### src/rtl/nanq_pkg.sv
package nanq_pkg;

  localparam int WORD_W = 32;
  localparam int EXP_W  = 8;
  localparam int FRAC_W = WORD_W - EXP_W - 1;
  localparam int QBIT   = FRAC_W - 1;
  localparam int EXP_HI = WORD_W - 2;

  typedef logic [WORD_W-1:0] word_t;

  typedef struct packed {
    logic quiet;
    logic signal;
    logic any;
  } nan_class_t;

  localparam int CLASS_W = $bits(nan_class_t);

  function automatic logic exp_saturated(word_t w);
    return &w[EXP_HI -: EXP_W];
  endfunction

  function automatic logic tail_nonzero(word_t w);
    return |w[QBIT-1:0];
  endfunction

  // Classify one word. top_hit: exponent saturated and bit QBIT set;
  // low_hit: exponent saturated, bit QBIT clear, rest of fraction nonzero.
  function automatic nan_class_t classify(word_t w, logic normal_pol, logic sig_en);
    nan_class_t c;
    logic top_hit;
    logic low_hit;
    top_hit  = exp_saturated(w) & w[QBIT];
    low_hit  = exp_saturated(w) & ~w[QBIT] & tail_nonzero(w);
    c.any    = exp_saturated(w) & (w[QBIT] | tail_nonzero(w));
    if (!sig_en) begin
      c.quiet  = c.any;
      c.signal = 1'b0;
    end else if (normal_pol) begin
      c.quiet  = top_hit;
      c.signal = low_hit;
    end else begin
      c.quiet  = low_hit;
      c.signal = top_hit;
    end
    return c;
  endfunction

  function automatic word_t quieten(word_t w, logic is_signal, logic normal_pol,
                                    word_t dflt);
    word_t r;
    r = w;
    if (is_signal) begin
      if (normal_pol) r[QBIT] = 1'b1;
      else            r = dflt;
    end
    return r;
  endfunction

endpackage

### src/rtl/nanq_classify.sv
module nanq_classify
  import nanq_pkg::*;
#(
  parameter bit NORMAL_POL = 1'b1,
  parameter bit SIGNAL_EN  = 1'b1
) (
  input  word_t      word_i,
  output nan_class_t cls_o
);

  assign cls_o = classify(word_i, NORMAL_POL, SIGNAL_EN);

endmodule

### src/rtl/nanq_silence.sv
module nanq_silence
  import nanq_pkg::*;
#(
  parameter bit    NORMAL_POL  = 1'b1,
  parameter word_t DEFAULT_NAN = 32'h7FBF_FFFF
) (
  input  word_t word_i,
  input  logic  signal_i,
  output word_t word_o
);

  assign word_o = quieten(word_i, signal_i, NORMAL_POL, DEFAULT_NAN);

endmodule

### src/rtl/nanq_pipe.sv
module nanq_pipe #(
  parameter bit PIPE_EN = 1'b1,
  parameter int DATA_W  = 35
) (
  input  logic              clk,
  input  logic              rst_n,
  input  logic              vld_i,
  input  logic [DATA_W-1:0] data_i,
  output logic              vld_o,
  output logic [DATA_W-1:0] data_o
);

  generate
    if (PIPE_EN) begin : g_reg
      logic              vld_q;
      logic [DATA_W-1:0] data_q;
      always_ff @(posedge clk or negedge rst_n) begin
        if (!rst_n) begin
          vld_q  <= 1'b0;
          data_q <= '0;
        end else begin
          vld_q <= vld_i;
          if (vld_i) data_q <= data_i;
        end
      end
      assign vld_o  = vld_q;
      assign data_o = data_q;
    end else begin : g_wire
      assign vld_o  = vld_i;
      assign data_o = data_i;
    end
  endgenerate

endmodule

### src/rtl/nanq_unit.sv
module nanq_unit
  import nanq_pkg::*;
#(
  parameter bit    QUIET_WHEN_SET = 1'b1,
  parameter bit    SIGNAL_EN      = 1'b1,
  parameter bit    PIPE_EN        = 1'b1,
  parameter word_t DEFAULT_NAN    = 32'h7FBF_FFFF
) (
  input  logic              clk,
  input  logic              rst_n,
  input  logic              in_valid,
  input  logic [WORD_W-1:0] in_word,
  output logic              out_valid,
  output logic              out_quiet,
  output logic              out_signal,
  output logic              out_nan,
  output logic [WORD_W-1:0] out_word
);

  localparam int STAGE_W = CLASS_W + WORD_W;

  // Named internal events, visible to the assertions below.
  nan_class_t           det_cls;
  word_t                fix_word;
  logic [STAGE_W-1:0]   stage_in;
  logic [STAGE_W-1:0]   stage_out;
  nan_class_t           res_cls;

  nanq_classify #(
    .NORMAL_POL (QUIET_WHEN_SET),
    .SIGNAL_EN  (SIGNAL_EN)
  ) u_classify (
    .word_i (in_word),
    .cls_o  (det_cls)
  );

  nanq_silence #(
    .NORMAL_POL  (QUIET_WHEN_SET),
    .DEFAULT_NAN (DEFAULT_NAN)
  ) u_silence (
    .word_i   (in_word),
    .signal_i (det_cls.signal),
    .word_o   (fix_word)
  );

  assign stage_in = {det_cls, fix_word};

  nanq_pipe #(
    .PIPE_EN (PIPE_EN),
    .DATA_W  (STAGE_W)
  ) u_pipe (
    .clk    (clk),
    .rst_n  (rst_n),
    .vld_i  (in_valid),
    .data_i (stage_in),
    .vld_o  (out_valid),
    .data_o (stage_out)
  );

  assign res_cls    = stage_out[STAGE_W-1 -: CLASS_W];
  assign out_word   = stage_out[WORD_W-1:0];
  assign out_quiet  = res_cls.quiet;
  assign out_signal = res_cls.signal;
  assign out_nan    = res_cls.any;

  // ---------------- assertions ----------------
  logic armed;
  always_ff @(posedge clk or negedge rst_n) begin
    if (!rst_n) armed <= 1'b0;
    else        armed <= 1'b1;
  end

  a_r8_exclusive: assert property (@(posedge clk) disable iff (!rst_n)
    $onehot0({out_quiet, out_signal}))
    else $error("quiet and signaling both high");

  a_r8_nan_union: assert property (@(posedge clk) disable iff (!rst_n)
    out_nan == (out_quiet | out_signal))
    else $error("any-NaN flag disagrees with class flags");

  a_r3_nonnan_pass: assert property (@(posedge clk) disable iff (!rst_n)
    (out_valid && !out_nan) |-> (out_word == $past(in_word) || !PIPE_EN))
    else $error("non-NaN word altered");

  generate
    if (!SIGNAL_EN) begin : g_chk_nosig
      a_r7_no_signal: assert property (@(posedge clk) disable iff (!rst_n)
        !out_signal)
        else $error("signaling reported while disabled");
    end else if (QUIET_WHEN_SET) begin : g_chk_norm
      a_r4_bit_set: assert property (@(posedge clk) disable iff (!rst_n)
        out_signal |-> out_word[QBIT])
        else $error("signaling NaN left without quiet bit");
    end else begin : g_chk_inv
      a_r6_default: assert property (@(posedge clk) disable iff (!rst_n)
        out_signal |-> out_word == DEFAULT_NAN)
        else $error("signaling NaN not replaced by default NaN");
    end

    if (PIPE_EN) begin : g_chk_pipe
      a_r9_valid_delay: assert property (@(posedge clk) disable iff (!rst_n)
        armed |-> out_valid == $past(in_valid))
        else $error("valid not delayed by one cycle");
      a_r9_hold: assert property (@(posedge clk) disable iff (!rst_n)
        (armed && !$past(in_valid)) |-> $stable(out_word))
        else $error("output word moved without valid input");
    end
  endgenerate

endmodule

### config.mk
export PLATFORM = sky130hd
export DESIGN_NAME = nanq_unit
export DESIGN_NICKNAME = d
export VERILOG_FILES = /design/src/rtl/nanq_pkg.sv /design/src/rtl/nanq_classify.sv /design/src/rtl/nanq_silence.sv /design/src/rtl/nanq_pipe.sv /design/src/rtl/nanq_unit.sv
export SDC_FILE = /design/constraint.sdc
export NUM_CORES = 1
export LEC_CHECK = 0
export ABC_AREA = 1
export ABC_CLOCK_PERIOD_IN_PS = 800
export BUFFER_PORTS_ARGS = -buffer_cell sky130_fd_sc_hd__buf_2
export CORE_AREA = 2 2 72 60
export CTS_BUF_LIST = sky130_fd_sc_hd__clkbuf_8
export DETAILED_ROUTE_END_ITERATION = 8
export DIE_AREA = 0 0 74 62
export PLACE_DENSITY = 0.72
export SLEW_MARGIN = 0
export SYNTH_ARGS = -nofsm -noshare
export SYNTH_HDL_FRONTEND = slang
export SYNTH_SLANG_ARGS = --single-unit
### constraint.sdc
create_clock -name clk -period 0.8 [get_ports clk]
set_input_delay 0 -clock clk [delete_from_list [all_inputs] [get_ports clk]]
set_output_delay 0 -clock clk [all_outputs]
set_load 0.1 [all_outputs]
==> metrics <==
run status finished, violations left; violated checks negative setup slack; Cell Int Power 3.820 mW; total CTS buffers 5; top fanout value on the critical path 2; Static Leakage 1.463 nW; RSZ-0062 raised after global routing yes; fraction of power spent switching nets 0.3706; largest cells by area after synthesis sky130_fd_sc_hd__dfrtp_1, sky130_fd_sc_hd__nand2_1, sky130_fd_sc_hd__nor2_1; synth cell count leaders sky130_fd_sc_hd__nand2_1, sky130_fd_sc_hd__dfrtp_1, sky130_fd_sc_hd__nor2_1, sky130_fd_sc_hd__buf_2; Top Ports 71; number of maximum-capacitance violations 0; clock tree from TritonCTS done; number of DRC markers after the initial detailed-route iteration 89; H-Tree Depth 2; post-synth net total 214; Clk pwr share 0.256; hold path startpoint in_word[22]; std cell rows 21; horizontal die dimension 74 um; count of final max-slew check failures 0; most repeated cell in the gate-level netlist after synthesis sky130_fd_sc_hd__nand2_1; via count 1538; kind of start point of the critical path flop; CP arrival 1050 ps; worst-case setup slack after placement -60.63 ps; largest clock skew in the final design 0 ps; Warnings, synthesis 0; pwr/cell area 1976 nW/um^2; root buffer cell sky130_fd_sc_hd__clkbuf_8; register share of total power 0.367; clock period minus worst slack 1051 ps; total wire length 4509 um; list of cells traversed by the critical path buf_6, buf_12; global-route usage over all layers 0.2043; worst slew margin relative to its limit 0.8339; HPWL after DPL 2777 um; Total Nets Final 326; total inserted antenna cells 0; Setup-failing EPs final 39; Starting Density 0.3753; Switch Pwr 2.249 mW; worst min-delay path endpoint u_pipe.data_o[34]; dominant register cell in the synthesized netlist sky130_fd_sc_hd__dfrtp_1; fmax 951.9 MHz; maximum number of pins on one net before global-route repair 37; DR DRC count 0; synthesized flop and latch total 36; Seq/Total Area, Yosys 0.6050; filler cell count in the final layout 259; 1st-pass router iterations 4; Distinct cells, synth 14; proportion of layout cells with a drive suffix above 1 0.4486; synth-to-layout area growth 106.3%; last weighted congestion value of the routability-driven placer 0.7678; reg-to-reg critical path endpoint u_pipe.data_o[32]; Clock Latency Late Sink 280 ps; overflow left after global routing 0; final critical-path share of the clock period 1.313; worst slew pin tran 249.2 ps; cell type with the largest total area after synthesis sky130_fd_sc_hd__dfrtp_1; Longest Clk Path Bufs 2; cells after synthesis 179; power share of the combinational group 0.377; placeable core region 3968 sq um; remaining number of nets flagged by the antenna check after routing 0; global-route wire length before repair 6913 um; number of global-route vias before repair 1527; proportion of netlist area held by the largest area contributor 0.6050; slack of the worst reg-to-reg path -120 ps; final-layout worst hold slack 43.56 ps; number of antenna violations at the first check in global routing 0; area used by multi-input combinational logic 535.5 sq um; Worst Reg2Reg Path Length in Cells 5; clock edge transition at the registers on the reported setup and hold paths 80 ps; cell type of the slowest stage on the worst timing path sky130_fd_sc_hd__dfrtp_4; average size of a mapped cell 8.318 sq um; hold crit path type in -> reg; worst hold stages 3; count of flip-flops with a built-in enable after synthesis 0; TritonCTS Sinks 36; final worst-path setup slack -250.5 ps; count of endpoints failing hold in the final timing report 0; data required time at the worst endpoint 800 ps; vias per cell 4.407; post-synthesis instance area 1489 sq um; vertical die dimension 62 um; worst reg2reg startpoint u_pipe.data_o[32]; area taken by flip-flops and latches 1033 sq um; maximum cell stage delay along the critical path 480 ps; wire length per cell 12.92 um; overall die area 4588 sq um; total of buffers placed on input and output ports 70; maximum ir drop on the vdd rail 0.001320 V; share of async-settable or async-resettable flops after synthesis 1.000; crit end category primary output; class of the most critical setup path reg -> out
-- placed cells by master (no fill, tap or decap) --
master / synthesis / layout
sky130_fd_sc_hd__nor2_2: 3 / 3
sky130_fd_sc_hd__a21boi_2: 0 / 1
sky130_fd_sc_hd__nand2_1: 111 / 109
sky130_fd_sc_hd__dfrtp_4: 0 / 35
sky130_fd_sc_hd__o21ai_2: 0 / 1
sky130_fd_sc_hd__o21ai_1: 1 / 1
sky130_fd_sc_hd__nand3_1: 1 / 1
sky130_fd_sc_hd__inv_1: 2 / 3
sky130_fd_sc_hd__dfrtp_2: 0 / 1
sky130_fd_sc_hd__clkinv_2: 0 / 1
sky130_fd_sc_hd__clkbuf_8: 0 / 5
sky130_fd_sc_hd__or2_0: 1 / 1
sky130_fd_sc_hd__buf_6: 3 / 3
sky130_fd_sc_hd__nor2_1: 13 / 13
sky130_fd_sc_hd__inv_2: 1 / 1
sky130_fd_sc_hd__dlygate4sd3_1: 0 / 33
sky130_fd_sc_hd__bufinv_16: 0 / 1
sky130_fd_sc_hd__nand2_2: 0 / 2
sky130_fd_sc_hd__nand3_2: 1 / 1
sky130_fd_sc_hd__buf_4: 0 / 5
sky130_fd_sc_hd__buf_2: 4 / 34
sky130_fd_sc_hd__buf_12: 0 / 37
-- layout make-up --
type                            instances  share of cell area
Clock buffer                            5             0.02240
Clock inverter                          3             0.01263
Inverter                                3            0.003666
Multi-Input combinational cell        133              0.1743
Sequential cell                        36              0.3365
Tap cell                               57             0.02322
Timing Repair Buffer                  112              0.4273
-- worst max-delay path, delay by kind of cell (launching register included) --
kind / cells / cell delay, ps
buffers and inverters: 2 / 270
DFF: 1 / 480
-- power groups by stage --
stage | clock network [mW] | logic (mW) | registers, mW
after global placement | 0 | 2.11 | 2.25
final | 1.55 | 2.29 | 2.23
after detailed placement | 0 | 2.13 | 2.27
after CTS | 1.58 | 2.27 | 2.22
after global routing | 1.69 | 2.38 | 2.25
after floorplan | 0 | 0.209 | 3.28
-- metrics by stage --
stage	cell area [sq um]	utilization	total power [mW]	cells	TNS, ps
finish	3072	0.7742	6.069	349	-5736
global route	3072	0.7742	6.324	349	-6937
CTS	3044	0.7673	6.078	347	-5775
detailed placement	2587	0.6522	4.399	305	-166.1
global placement	2587	0.6522	4.369	305	-33.25
floorplan	1622	-	3.486	179	-2043
-- metal layers --
layer,wire length (um),track usage
met5,0,0
met4,36,0.06234
met3,377,0.06935
met2,2240,0.3457
met1,1856,0.2515
-- kinds of logic after synthesis --
group | Yosys count | synth area share
buffers and inverters | 10 | 0.04370
and+or+nand+nor | 130 | 0.3395
AOI/OAI and AO/OA | 3 | 0.01176
DFF | 36 | 0.6050
-- sequential cells by signal (all words and copies together), names as in the netlist --
register	flops
u_pipe.vld_o	1
u_pipe.data_o	35
-- how the worst max path moves through the flow --
stage / start / end / slack [ps] / cells after the start
6_report: u_pipe.data_o[32] / out_nan / -250 / 2
4_1_cts: u_pipe.data_o[32] / out_nan / -250 / 2
5_1_grt: u_pipe.data_o[32] / out_nan / -270 / 2
3_5_place_dp: in_word[1] / u_pipe.data_o[33] / -60 / 6
3_3_place_gp: in_word[1] / u_pipe.data_o[33] / -10 / 6
2_1_floorplan: u_pipe.data_o[32] / u_pipe.data_o[32] / -140 / 4
-- timing repair --
action | in CTS | in global routing
setup endpoints to repair | 37 | 40
resized for setup | 3 | 6
cloned | 0 | 0
hold buffers | 33 | 0
hold endpoints to repair | 69 | 0
buffers inserted | 1 | 3
pin swaps | 0 | 2
Power figures use the tool's default switching activity.
